**config.mk**
```make
export PLATFORM = sky130hd
export DESIGN_NAME = db_array
export DESIGN_NICKNAME = d
export VERILOG_FILES = /design/src/rtl/db_pkg.sv /design/src/rtl/db_channel.sv /design/src/rtl/db_irq_gate.sv /design/src/rtl/db_array.sv
export SDC_FILE = /design/constraint.sdc
export NUM_CORES = 1
export LEC_CHECK = 0
export BUFFER_PORTS_ARGS = -buffer_cell sky130_fd_sc_hd__buf_2
export CAP_MARGIN = 10
export CELL_PAD_IN_SITES_DETAIL_PLACEMENT = 1
export CELL_PAD_IN_SITES_GLOBAL_PLACEMENT = 1
export CORE_MARGIN = 2
export CORE_UTILIZATION = 40
export DETAILED_ROUTE_END_ITERATION = 6
export GPL_ROUTABILITY_DRIVEN = 0
export PLACE_DENSITY_LB_ADDON = 0.15
export SETUP_SLACK_MARGIN = 0.05
export SYNTH_ARGS = -nofsm -noshare
export SYNTH_HDL_FRONTEND = slang
export SYNTH_SLANG_ARGS = --single-unit
```
**constraint.sdc**
```tcl
create_clock -name clk -period 5.7 [get_ports clk]
set_input_delay 1.425 -clock clk [delete_from_list [all_inputs] [get_ports clk]]
set_output_delay 1.425 -clock clk [all_outputs]
set_load 0.02 [all_outputs]
```
**src/rtl/db_pkg.sv**
```systemverilog
`timescale 1ns/1ps
package db_pkg;
    parameter int FLAG_W = 32;

    typedef enum logic [1:0] {
        SEL_FLAG  = 2'd0,
        SEL_ACK   = 2'd1,
        SEL_MASK  = 2'd2,
        SEL_COUNT = 2'd3
    } reg_sel_e;

    typedef enum logic {
        CH_IDLE = 1'b0,
        CH_BUSY = 1'b1
    } ch_state_e;
endpackage

```
**src/rtl/db_channel.sv**
```systemverilog
`timescale 1ns/1ps
module db_channel
    import db_pkg::*;
#(
    parameter int FW = FLAG_W
) (
    input  logic          clk,
    input  logic          rst_n,
    input  logic [FW-1:0] set_i,
    input  logic [FW-1:0] clr_i,
    input  logic          ack_clr_i,
    output logic [FW-1:0] flags_o,
    output logic          ack_o
);
    ch_state_e     state_q, state_nx;
    logic [FW-1:0] flags_q, flags_nx;
    logic          ack_q, ack_nx, ack_evt;

    // set wins over clear on the same flag
    always_comb begin
        flags_nx = (flags_q & ~clr_i) | set_i;
        state_nx = state_q;
        ack_evt  = 1'b0;
        unique case (state_q)
            CH_IDLE: if (flags_nx != '0) state_nx = CH_BUSY;
            CH_BUSY: if (flags_nx == '0) begin
                state_nx = CH_IDLE;
                ack_evt  = 1'b1;
            end
            default: state_nx = CH_IDLE;
        endcase
        ack_nx = ack_evt | (ack_q & ~ack_clr_i);
    end

    always_ff @(posedge clk or negedge rst_n) begin
        if (!rst_n) begin
            state_q <= CH_IDLE;
            flags_q <= '0;
            ack_q   <= 1'b0;
        end else begin
            state_q <= state_nx;
            flags_q <= flags_nx;
            ack_q   <= ack_nx;
        end
    end

    always_comb begin
        flags_o = flags_q;
        ack_o   = ack_q;
    end
endmodule

```
**src/rtl/db_irq_gate.sv**
```systemverilog
`timescale 1ns/1ps
module db_irq_gate #(
    parameter int N = 8
) (
    input  logic [N-1:0] src_i,
    input  logic [N-1:0] en_i,
    output logic [N-1:0] irq_o,
    output logic         any_o
);
    for (genvar i = 0; i < N; i++) begin : g_line
        assign irq_o[i] = src_i[i] & en_i[i];
    end
    assign any_o = |irq_o;
endmodule

```
**src/rtl/db_array.sv**
```systemverilog
`timescale 1ns/1ps
module db_array
    import db_pkg::*;
#(
    parameter int  NUM_CH = 8,
    localparam int CH_W   = (NUM_CH > 1) ? $clog2(NUM_CH) : 1,
    localparam int ADDR_W = CH_W + 2
) (
    input  logic              clk,
    input  logic              rst_n,
    input  logic              s_wr,
    input  logic [ADDR_W-1:0] s_addr,
    input  logic [31:0]       s_wdata,
    output logic [31:0]       s_rdata,
    input  logic              r_wr,
    input  logic [ADDR_W-1:0] r_addr,
    input  logic [31:0]       r_wdata,
    output logic [31:0]       r_rdata,
    output logic [NUM_CH-1:0] r_xfer_irq,
    output logic              r_comb_irq,
    output logic [NUM_CH-1:0] s_ack_irq,
    output logic              s_comb_irq
);
    reg_sel_e          s_sel, r_sel;
    logic [CH_W-1:0]   s_ch, r_ch;
    logic              s_ch_ok, r_ch_ok;
    logic [FLAG_W-1:0] flag_w [NUM_CH];
    logic [NUM_CH*FLAG_W-1:0] flag_flat;
    logic [NUM_CH-1:0] ack_vec, pend_vec;
    logic [NUM_CH-1:0] s_mask_q, r_mask_q;

    assign s_sel   = reg_sel_e'(s_addr[ADDR_W-1 -: 2]);
    assign r_sel   = reg_sel_e'(r_addr[ADDR_W-1 -: 2]);
    assign s_ch    = s_addr[CH_W-1:0];
    assign r_ch    = r_addr[CH_W-1:0];
    assign s_ch_ok = (32'(s_ch) < NUM_CH);
    assign r_ch_ok = (32'(r_ch) < NUM_CH);

    for (genvar c = 0; c < NUM_CH; c++) begin : g_ch
        logic s_hit, r_hit;
        assign s_hit = s_wr && (s_ch == CH_W'(c));
        assign r_hit = r_wr && (r_ch == CH_W'(c));

        db_channel #(.FW(FLAG_W)) u_ch (
            .clk       (clk),
            .rst_n     (rst_n),
            .set_i     ((s_hit && s_sel == SEL_FLAG) ? s_wdata : '0),
            .clr_i     ((r_hit && r_sel == SEL_FLAG) ? r_wdata : '0),
            .ack_clr_i (s_hit && s_sel == SEL_ACK && s_wdata[0]),
            .flags_o   (flag_w[c]),
            .ack_o     (ack_vec[c])
        );

        assign flag_flat[c*FLAG_W +: FLAG_W] = flag_w[c];
        assign pend_vec[c] = |flag_w[c];

        always_ff @(posedge clk or negedge rst_n) begin
            if (!rst_n) begin
                s_mask_q[c] <= 1'b0;
                r_mask_q[c] <= 1'b0;
            end else begin
                if (s_hit && s_sel == SEL_MASK) s_mask_q[c] <= s_wdata[0];
                if (r_hit && r_sel == SEL_MASK) r_mask_q[c] <= r_wdata[0];
            end
        end
    end

    always_comb begin
        s_rdata = '0;
        unique case (s_sel)
            SEL_FLAG:  if (s_ch_ok) s_rdata = flag_w[s_ch];
            SEL_ACK:   if (s_ch_ok) s_rdata = {31'd0, ack_vec[s_ch]};
            SEL_MASK:  if (s_ch_ok) s_rdata = {31'd0, s_mask_q[s_ch]};
            SEL_COUNT: s_rdata = 32'(NUM_CH);
            default:   s_rdata = '0;
        endcase
    end

    always_comb begin
        r_rdata = '0;
        unique case (r_sel)
            SEL_FLAG:  if (r_ch_ok) r_rdata = flag_w[r_ch];
            SEL_ACK:   r_rdata = '0;
            SEL_MASK:  if (r_ch_ok) r_rdata = {31'd0, r_mask_q[r_ch]};
            SEL_COUNT: r_rdata = 32'(NUM_CH);
            default:   r_rdata = '0;
        endcase
    end

    db_irq_gate #(.N(NUM_CH)) u_rx_irq (
        .src_i (pend_vec),
        .en_i  (r_mask_q),
        .irq_o (r_xfer_irq),
        .any_o (r_comb_irq)
    );

    db_irq_gate #(.N(NUM_CH)) u_tx_irq (
        .src_i (ack_vec),
        .en_i  (s_mask_q),
        .irq_o (s_ack_irq),
        .any_o (s_comb_irq)
    );
endmodule

```
* After elaboration in Yosys (flattened, before gate mapping)
Index checks and enable logic that the tools add are counted.
Word-level totals: register bits 288, output and inout port bits 82
Operators by class: magnitude comparators 4, eq/ne operators 20, muxes and demuxes 70, bitwise operators 74, reductions and logical operators 94
Operators by type and width (count):
- two-way mux 32 bit | 20
- bitwise AND 32 bit | 8
- zero test 32 bit | 8
- NOT 32 bit | 8
- bitwise OR 32 bit | 8
- case mux 32 bit (4 select lines) | 2
- nonzero test 32 bit | 8
- OR reduction 32 bit | 8
- binary-select mux 32 bit (select 3 bit) | 2
- logical AND 1 bit | 64
- two-way mux 1 bit | 35
- bitwise AND 1 bit | 24
- equality test 3 bit (second input constant) | 8
- NOT 1 bit | 16
- case mux 1 bit (2 select lines) | 8
- OR reduction 8 bit | 2
- equality test 3 x 2 -> 1 bit (second input constant) | 4
- binary-select mux 1 bit (select 3 bit) | 3
- equality test 2 bit (second input constant) | 4
- >= comparator 4 bit (second input constant) | 2
- less-than comparator 3 x 4 -> 1 bit (second input constant) | 2
- NOT 3 -> 4 bit | 2
- bitwise OR 1 bit | 8
- equality test 3 x 1 -> 1 bit (second input constant) | 2
- 3 further kinds | 6

* Logic depth before layout (Yosys ltp)
Gate-level depths: netlist (run 1).
depth in word-level cells 11, depth in mapped cells 10, gate-level depth less buffers 6

* Cells and area by module
From an unflattened synthesis (run 1), not the netlist that was laid out.
Second synthesis, totals: cells, all modules 2056, area total of the unflattened synthesis 20442.1 um2
By module, submodules not included:
- db_channel | times used 8, cells an instance 120, area each 1407.6 um2, seq. area each 850.8 um2
- db_array | times used 1, cells an instance 1074, area each 9033.7 um2, seq. area each 400.4 um2
- db_irq_gate | times used 2, cells an instance 11, area each 73.8 um2, seq. area each 0.0 um2

* Worst setup path after synthesis (run 1)
OpenSTA, ideal clock, no wires.
path type input port to output port, start point input port r_addr[1], end point output port r_rdata[11], arrival time 3.282 ns, data required time 4.275 ns, path slack 0.993 ns, cell stages on the path 8, path buffers 5, path through clkbuf_1 buf_2 clkbuf_1 buf_2 buf_1 mux4_2 mux2i_1 nor2_1
Between the ends: cells in the longest elaborated chain, start to end 5
Ends and longest elaborated chain:
- start, declared | line db_array.sv:16 | input logic [ADDR_W-1:0] r_addr,
- NOT 3 -> 4 bit (not written as such) | line db_array.sv:82 | SEL_FLAG: if (r_ch_ok) r_rdata = flag_w[r_ch];
- binary-select mux 32 bit (select 3 bit) | line db_array.sv:82
- two-way mux 32 bit (not written as such) (2 in a row) | line db_array.sv:82
- case mux 32 bit (4 select lines) | line db_array.sv:81 | unique case (r_sel)
- end, declared | line db_array.sv:18 | output logic [31:0] r_rdata,
Every way passes these cells. The select of a mux whose other input is x is not followed.

* Final worst setup path (run 1)
start point register g_ch[3].u_ch.flags_q[23], end point output port r_comb_irq
Between the ends: cells in the longest elaborated chain, start to end 3
Ends and longest elaborated chain:
- start, declared | line db_channel.sv:16 | logic [FW-1:0] flags_q, flags_nx;
- start signal, assigned | line db_channel.sv:42 | flags_q <= flags_nx;
- OR reduction 32 bit | line db_array.sv:55 | assign pend_vec[c] = |flag_w[c];
- bitwise AND 1 bit | line db_irq_gate.sv:11 | assign irq_o[i] = src_i[i] & en_i[i];
- OR reduction 8 bit | line db_irq_gate.sv:13 | assign any_o = |irq_o;
- end, declared | line db_array.sv:20 | output logic r_comb_irq,
Every way passes these cells.

==> run summary, run 1 <==
status = finished, final reports clean
final hold viol count = 0
sequential-to-total area share from yosys stat = 0.4220
Filler Cells Inserted = 4617
syn_area_per_cell = 10.62 µm²
die span in x = 210.6 µm
crit path launch type = register
yosys warns = 0
ANT nets after route = 0
Inserted Clock Buffers = 37
Die Height = 210.6 µm
pwr dens = 376.1 nW/µm²
Core Area = 42040 µm²
Synth cell types = 38
Pleak = 7.768 nW
Crit path top cell by count = nor4_1
Commonest cells post-synth = o21ai_0, dfrtp_1, mux4_2, nor4_1, nand3_1
CP Capture Type = primary output
maximum buffer depth of the clock tree = 3
delay-heaviest family, CP = simple AND/OR/NAND/NOR gates
Post-CTS Resized = 0
sequence of cells on the critical path = nor4_1 -> nand4_1 -> o21a_1 -> nor4_1 -> nand2_1 -> buf_2
maximum fanout along the worst path = 4
Max Cap Viol = 0
Top Ports = 160
DRT iter0 DRCs = 1583
Tightest Pin Transition = 1.202 ns
vias = 15800
hold_buf cts = 0
Hold Path Class = register to register
clock skew = 0.03397 ns
RSZ-0062 raised after global routing = no
dominant cell type by area after synthesis = dfrtp_1
Placed Cells = 2225
top-count cell post-synth = o21ai_0
syn_nets = 1686
drt first pass iters = 5
DR DRC count = 0
Finished Core Util = 0.4712
largest net degree at the start of global routing = 91
Initial Utilization = 0.4063
Core Rows = 75
vias per cell = 6.883
WS Path Type = register to primary output
clock latency at the later pin of the worst-skew pair = 0.58 ns
worst path required time = 4.28 ns
vias in the first global route = 16270
share of async-settable or async-resettable flops after synthesis = 1.000
CTS Sinks = 288
CTS Root Cell = clkbuf_16
Post-Route WL = 74350 µm
Tmin final = 5.075 ns
mapped cell area = 17080 µm²
VDD IR-drop max = 0.0001903 V
Syn-to-layout area delta = 15.99%
die area = 44370 µm²
main flop type after synthesis = dfrtp_1
share of the synthesized area in the top cell type = 0.4220
EDFF count, synth = 0
Worst-path clk slew = 0.06 ns
CP bufs+invs = 1
buffers added on ports = 159
fraction of layout cells with a size suffix above 1 = 0.2521
Overflow after GRT = 0
Cell Count, Final, Fillers Out = 2295
Setup Buffers After CTS = 0
max-slew violations = 0
Worst Path Arrival = 3.65 ns
initial antenna violation count = 4
total track usage = 0.3382
H-tree lvl count = 2
final period utilization = 0.8904
Final #Nets = 1804
CTS tree = yes
Peak Freq = 197.0 MHz
first-pass GRT wire length = 110100 µm
dpl hpwl = 54380 µm
CP max stage cell = nor4_1
Syn Inst Count = 1608
Setup TNS = 0 ns
Critical Path Max Stage Delay = 0.95 ns
final setup fails = 0
WL/cell = 32.40 µm
Worst slew margin = 0.1912
post-synthesis sequential element count = 288
Area contributors post-synth = dfrtp_1, mux4_2, o21ai_0
[per-stage QoR]
stage / setup slack, ns / hold slack [ns] / power, mW / instance area (µm²)
finish: 0.6250 / 0.5110 / 7.450 / 19810
global placement: 0.9074 / 0.4982 / 4.873 / 18520
global route: 0.6167 / 0.5400 / 7.729 / 19800
floorplan: 0.9931 / 0.4819 / 3.986 / 17080
detailed placement: 0.8686 / 0.5064 / 4.924 / 18520
CTS: 0.7737 / 0.5163 / 7.407 / 19800
[worst reg2reg max path: cells and delay by family (launching register included)]
kind               cells  cell delay (ns)
DFF                    1             0.44
and+or+nand+nor        3             1.63
AOI/OAI and AO/OA      2             0.24
[path summary, 6_finish.rpt]
| path | end | startpoint | cells after the start | slack, ns |
|---|---|---|---|---|
| worst max-delay path | r_comb_irq | g_ch[3].u_ch.flags_o[23]$_DFF_PN0_ | 6 | 0.62 |
| max in group asynchronous | g_ch[1].u_ch.flags_o[4]$_DFF_PN0_ | rst_n | 2 | 3.57 |
| worst min-delay path | g_ch[2].u_ch.ack_o$_DFF_PN0_ | g_ch[2].u_ch.state_q$_DFF_PN0_ | 2 | 0.51 |
| worst min register to register | g_ch[2].u_ch.ack_o$_DFF_PN0_ | g_ch[2].u_ch.state_q$_DFF_PN0_ | 2 | 0.51 |
| worst max register to register | g_ch[1].u_ch.state_q$_DFF_PN0_ | g_ch[1].u_ch.flags_o[30]$_DFF_PN0_ | 5 | 3.30 |
| min in group asynchronous | g_ch[0].u_ch.flags_o[6]$_DFF_PN0_ | rst_n | 1 | 0.84 |
[state kept, by name, indices dropped and copies added (netlist names)]
name and cells:
g_ch.u_ch.ack_o 8, g_ch.u_ch.flags_o 256, g_ch.u_ch.state_q 8, r_mask_q 8, s_mask_q 8
[kinds of logic (layout without fill, tap and decap cells)]
| group | Yosys count | after routing | synth area share |
|---|---|---|---|
| buffers and inverters | 146 | 291 | 0.03663 |
| and+or+nand+nor | 481 | 481 | 0.1585 |
| other | 0 | 3 | 0 |
| AOI/OAI and AO/OA | 479 | 479 | 0.1574 |
| DFF | 288 | 288 | 0.4220 |
| muxes | 214 | 214 | 0.2255 |
[metal layers]
| layer | vias to the layer above | share of wire | global-route usage |
|---|---|---|---|
| li1 | 6573 | - | - |
| met1 | 8249 | 0.41 | 0.4717 |
| met2 | 827 | 0.45 | 0.5160 |
| met3 | 146 | 0.096 | 0.07672 |
| met4 | 2 | 0.038 | 0.1292 |
| met5 | - | 0.00017 | 0 |
[where the power goes]
group	switching (mW)	leakage (nW)	internal (mW)	total (mW)
registers	0.513	3.63	2.44	2.96
logic	1.16	3.51	0.840	2.00
clock network	0.988	0.628	1.50	2.49
total	2.66	7.77	4.79	7.45
[cell type report]
type | instances | area, µm² | share of cell area
Clock inverter | 17 | 203.9 | 0.01029
Inverter | 10 | 37.54 | 0.001895
Multi-Input combinational cell | 1174 | 9305 | 0.4697
Clock buffer | 49 | 1071 | 0.05406
Timing Repair Buffer | 215 | 1304 | 0.06581
Sequential cell | 288 | 7207 | 0.3638
Tap cell | 539 | 674.4 | 0.03404
Antenna cell | 3 | 7.507 | 0.0003790
[cell usage in the layout, fill, tap and decap left out, types with 22 or more instances in the layout]
cell type	Yosys	routed
buf_2	22	155
buf_4	0	52
clkbuf_16	0	37
dfrtp_1	288	288
mux2i_1	63	63
mux4_2	135	135
nand2_1	42	42
nand3_1	101	101
nand3b_1	66	66
nand4_1	33	33
nor2_1	72	70
nor4_1	130	130
o21ai_0	373	373
o21ai_1	22	22
o2bb2ai_1	64	64
Note: power is estimated with default switching activity, not from simulation.
==> inputs of run 2 (changes only) <==
--- a/config.mk
+++ b/config.mk
@@ -6,10 +6,9 @@
 export NUM_CORES = 1
 export LEC_CHECK = 0
 export BUFFER_PORTS_ARGS = -buffer_cell sky130_fd_sc_hd__buf_2
-export CAP_MARGIN = 10
+export CAP_MARGIN = 5
 export CELL_PAD_IN_SITES_DETAIL_PLACEMENT = 1
 export CELL_PAD_IN_SITES_GLOBAL_PLACEMENT = 1
-export CORE_MARGIN = 2
 export CORE_UTILIZATION = 40
 export DETAILED_ROUTE_END_ITERATION = 6
 export GPL_ROUTABILITY_DRIVEN = 0
==> run 2 against run 1 <==
Non-clock buffer count up 9. Global-route usage up 0.96 points. Clock skew down 0.021 ns. Critical path depth down 1. Total power down 1.4%. Setup slack better by 0.14 ns. Fmax up 2.9%. Worst hold slack better by 0.0062 ns. Combinational power about the same. Via count up 1.6%. Critical endpoint is now r_rdata[0]. Largest power group unchanged.
==> run summary, run 2 (synthesized netlist as in run 1, its figures left out) <==
dpl hpwl = 54930 µm
sequential power share = 0.406
Inserted Clock Buffers = 36
Worst-path clk slew = 0.06 ns
number of diodes = 0
vias per cell = 6.983
Setup TNS = 0 ns
WHS = 0.5171 ns
max-slew violations = 0
vias = 16060
GR met1 Demand/Resource = 0.5078
Filler Cells Inserted = 4613
Finished Core Util = 0.4710
layer with the highest usage = met2
status = finished, final reports clean
met2 Use GR = 0.5387
Pleak = 7.778 nW
hold_buf cts = 0
internal power = 4.692 mW
ANT nets after route = 0
CTS tree = yes
largest net degree at the start of global routing = 99
clock power share = 0.322
sequence of cells on the critical path = buf_2 -> buf_4 -> mux4_2 -> nor2b_1 -> buf_2
GRT met3 Usage = 0.04674
Tmin final = 4.930 ns
H-tree lvl count = 2
Syn-to-layout area delta = 15.95%
maximum buffer depth of the clock tree = 3
Max Cap Viol = 0
WS Path Type = input pin to primary output
clock latency at the later pin of the worst-skew pair = 0.55 ns
Hold Path Class = register to register
Top Ports = 160
pwr dens = 370.9 nW/µm²
initial antenna violation count = 0
Overflow after GRT = 0
CP max stage cell = buf_2
final hold viol count = 0
worst path required time = 4.28 ns
maximum fanout along the worst path = 20
Tightest Pin Transition = 1.126 ns
buffers added on ports = 159
DRT iter0 DRCs = 1766
first-pass GRT wire length = 112200 µm
Die Height = 208.6 µm
total track usage = 0.3478
Peak Freq = 202.8 MHz
Worst Path Arrival = 3.51 ns
VDD IR-drop max = 0.0001914 V
Initial Utilization = 0.4063
DR DRC count = 0
Core Rows = 75
drt first pass iters = 5
Post-Route WL = 74740 µm
die area = 43530 µm²
vias in the first global route = 16330
most frequent cells in the layout = o21ai_0, dfrtp_1, buf_2
Setup Buffers After CTS = 0
RSZ-0062 raised after global routing = no
CP Capture Type = primary output
Largest register FFs = 256
CTS Root Cell = clkbuf_16
Net Sw Frac = 0.3612
clock skew = 0.01338 ns
Pwr Total = 7.346 mW
CTS Sinks = 288
Final #Nets = 1812
Core Area = 42040 µm²
fraction of layout cells with a size suffix above 1 = 0.2540
final setup fails = 0
final period utilization = 0.8650
Net Sw Power = 2.654 mW
Crit path top cell by count = buf_2
Comb power frac = 0.272
crit path launch type = input pin
WL/cell = 32.51 µm
Worst slew margin = 0.2475
commonest non-fill, non-tap cell in the layout = o21ai_0
die span in x = 208.6 µm
Post-CTS Resized = 0
Critical Path Max Stage Delay = 0.60 ns
## run 2: cell count changes in the layout (fill, tap and decap cells not counted), moves of 2 or more
cell / delta
clkbuf_8: -4
buf_4: +9
clkbuf_1: +2
inv_6: -2
clkinv_2: +4
diode_2: -3
## run 2: stage by stage
stage               std cells  setup slack [ns]  cell area [µm²]
detailed placement       2235            0.7982            18610
CTS                      2299            0.8043            19800
global route             2299            0.7267            19800
finish                   2299            0.7698            19800
floorplan                1608            0.9931            17080
global placement         2235            0.8466            18610
## run 2: final cells by class
class                   instances  area, µm²  area share
repair buffers                224       1386     0.07001
clock inverters                17      168.9    0.008530
flip-flops and latches        288       7207      0.3639
inverters                      10      37.54    0.001895
well taps                     539      674.4     0.03406
multi-input cells            1174       9305      0.4699
clock buffers                  47       1023     0.05168
## run 2: path summary, 6_finish.rpt
| path | end | cells after the start | from | slack (ns) |
|---|---|---|---|---|
| hold reg to reg | g_ch[1].u_ch.ack_o$_DFF_PN0_ | 2 | g_ch[1].u_ch.state_q$_DFF_PN0_ | 0.52 |
| setup reg to reg | g_ch[0].u_ch.state_q$_DFF_PN0_ | 4 | g_ch[0].u_ch.flags_o[30]$_DFF_PN0_ | 3.37 |
| max in group asynchronous | g_ch[1].u_ch.flags_o[20]$_DFF_PN0_ | 2 | rst_n | 3.70 |
| min in group asynchronous | g_ch[0].u_ch.flags_o[1]$_DFF_PN0_ | 1 | rst_n | 0.91 |
| hold / removal | g_ch[1].u_ch.ack_o$_DFF_PN0_ | 2 | g_ch[1].u_ch.state_q$_DFF_PN0_ | 0.52 |
| setup / recovery | r_rdata[0] | 5 | r_addr[2] | 0.77 |
## run 2: worst max-delay path: cells and delay by family
family / cells / cell delay [ns]
simple gates: 1 / 0.15
buf+inv: 3 / 1.30
mux: 1 / 0.58
## run 2: power by group through the flow
stage | logic (mW) | registers [mW] | clock network [mW]
6_report | 2.00 | 2.98 | 2.36
5_1_grt | 2.13 | 3.02 | 2.47
4_1_cts | 1.97 | 2.95 | 2.39
3_5_place_dp | 1.96 | 2.99 | 0
3_3_place_gp | 1.93 | 2.96 | 0
2_1_floorplan | 1.26 | 2.72 | 0
## run 2: metal layers
layer  share of wire  routed length, µm  up-vias
met3           0.086               6418      120
met2            0.46              34430      863
met5               0                  0        -
met1            0.42              31620     8479
li1                -                  -     6593
met4           0.030               2267        0
==> inputs of run 3 (changes only) <==
--- a/config.mk
+++ b/config.mk
@@ -9,6 +9,7 @@
 export CAP_MARGIN = 5
 export CELL_PAD_IN_SITES_DETAIL_PLACEMENT = 1
 export CELL_PAD_IN_SITES_GLOBAL_PLACEMENT = 1
+export CORE_ASPECT_RATIO = 1.4
 export CORE_UTILIZATION = 40
 export DETAILED_ROUTE_END_ITERATION = 6
 export GPL_ROUTABILITY_DRIVEN = 0
==> run 3 against run 2 <==
Total power is 1.7% lower. Critical path depth grew 1. Wire length decreased by 0.69%. First-iteration DRC count decreased by 26%. Largest cell class unchanged.
==> run summary, run 3 (synthesized netlist as in run 1, its figures left out) <==
Placed Cells = 2231
Inserted Clock Buffers = 31
maximum buffer depth of the clock tree = 3
Syn-to-layout area delta = 15.29%
total track usage = 0.3470
CP Capture Type = primary output
Post-CTS Resized = 0
Core Area = 42090 µm²
fraction of layout cells with a size suffix above 1 = 0.2463
pwr dens = 366.6 nW/µm²
Largest register FFs = 256
ANT nets after route = 0
Max Cap Viol = 0
Worst Path Arrival = 3.45 ns
maximum fanout along the worst path = 98
Setup TNS = 0 ns
initial antenna violation count = 0
final hold viol count = 0
number of diodes = 0
Critical Path Max Stage Delay = 0.65 ns
Cell Count, Final, Fillers Out = 2288
CTS tree = yes
final period utilization = 0.8544
Worst slew margin = 0.2959
die area = 43540 µm²
Tightest Pin Transition = 1.054 ns
CP max stage cell = buf_6
DR DRC count = 0
Peak Freq = 205.3 MHz
hold_buf cts = 0
CTS Sinks = 288
Setup Buffers After CTS = 0
VDD IR-drop max = 0.0002784 V
setup slack after layout = 0.8298 ns
status = finished, final reports clean
Tmin final = 4.870 ns
drt first pass iters = 5
Top Ports = 160
Worst-path clk slew = 0.06 ns
Die Height = 246.5 µm
Hold Path Class = register to register
max-slew violations = 0
GR met1 Demand/Resource = 0.4206
vias in the first global route = 16740
met2 Use GR = 0.5925
Core Rows = 89
WL/cell = 32.44 µm
layer with the highest usage = met2
sequence of cells on the critical path = buf_6 -> buf_4 -> mux4_2 -> mux2i_1 -> nor2_1 -> buf_2
largest net degree at the start of global routing = 121
clock latency at the later pin of the worst-skew pair = 0.60 ns
vias per cell = 6.907
clock skew = 0.02380 ns
first-pass GRT wire length = 110200 µm
vias = 15800
Pleak = 7.697 nW
WS Path Type = input pin to primary output
GRT met3 Usage = 0.03194
commonest non-fill, non-tap cell in the layout = o21ai_0
Final #Nets = 1796
pre-CTS worst setup slack = 0.8191 ns
H-tree lvl count = 1
crit path launch type = input pin
CTS Root Cell = clkbuf_16
Initial Utilization = 0.4057
most frequent cells in the layout = o21ai_0, dfrtp_1, buf_2
Post-Route WL = 74230 µm
buffers added on ports = 159
die span in x = 176.6 µm
final setup fails = 0
Overflow after GRT = 0
dpl hpwl = 54320 µm
RSZ-0062 raised after global routing = no
DRT iter0 DRCs = 1315
worst path required time = 4.28 ns
## run 3: changes by cell type in the layout (fill, tap and decap cells not counted), sizes merged
cell and delta:
bufinv +3, clkinv -6, buf -11, inv +1, clkbuf -5
## run 3: path summary, 6_finish.rpt
| check | slack, ns | depth (start not counted) | endpoint | startpoint |
|---|---|---|---|---|
| setup / recovery | 0.83 | 6 | r_rdata[24] | r_addr[1] |
| min in group asynchronous | 0.79 | 1 | g_ch[0].u_ch.flags_o[2]$_DFF_PN0_ | rst_n |
| hold / removal | 0.52 | 2 | g_ch[2].u_ch.ack_o$_DFF_PN0_ | g_ch[2].u_ch.state_q$_DFF_PN0_ |
| hold reg to reg | 0.52 | 2 | g_ch[2].u_ch.ack_o$_DFF_PN0_ | g_ch[2].u_ch.state_q$_DFF_PN0_ |
| max in group asynchronous | 3.70 | 2 | g_ch[0].u_ch.flags_o[28]$_DFF_PN0_ | rst_n |
| setup reg to reg | 3.32 | 5 | g_ch[3].u_ch.state_q$_DFF_PN0_ | g_ch[3].u_ch.flags_o[23]$_DFF_PN0_ |
## run 3: worst max-delay path, delay by kind of cell
family / cells / cell delay, ns
mux: 2 / 0.54
simple gates: 1 / 0.07
buf+inv: 3 / 1.29
## run 3: metrics by stage
step	area, µm²	power, mW	utilization	hold slack [ns]
final	19690	7.219	0.4678	0.5165
after global routing	19690	7.478	0.4678	0.5361
after CTS	19690	7.223	0.4678	0.5188
after detailed placement	18560	4.960	0.4410	0.5000
after global placement	18560	4.906	0.4410	0.4905
after floorplan	17080	3.986	-	0.4819
## run 3: final cells by class
cell class	instances	area (µm²)
timing repair buffer	213	1329
inverter	10	37.54
tap	546	683.2
fill	4617	22400
clock inverter	15	241.5
multi-input combinational	1174	9305
sequential	288	7207
clock buffer	42	887.1
## run 3: report_power, final
part | internal (mW) | total, mW | switching (mW)
Sequential | 2.44 | 2.96 | 0.524
Combinational | 0.854 | 2.01 | 1.15
Clock | 1.36 | 2.25 | 0.890
## run 3: layer usage
metal,part of all wire,wire length (µm),up-vias
met4,0.068,5069,0
met5,0,0,-
li1,-,-,6544
met1,0.37,27480,8318
met3,0.055,4116,205
met2,0.51,37570,737
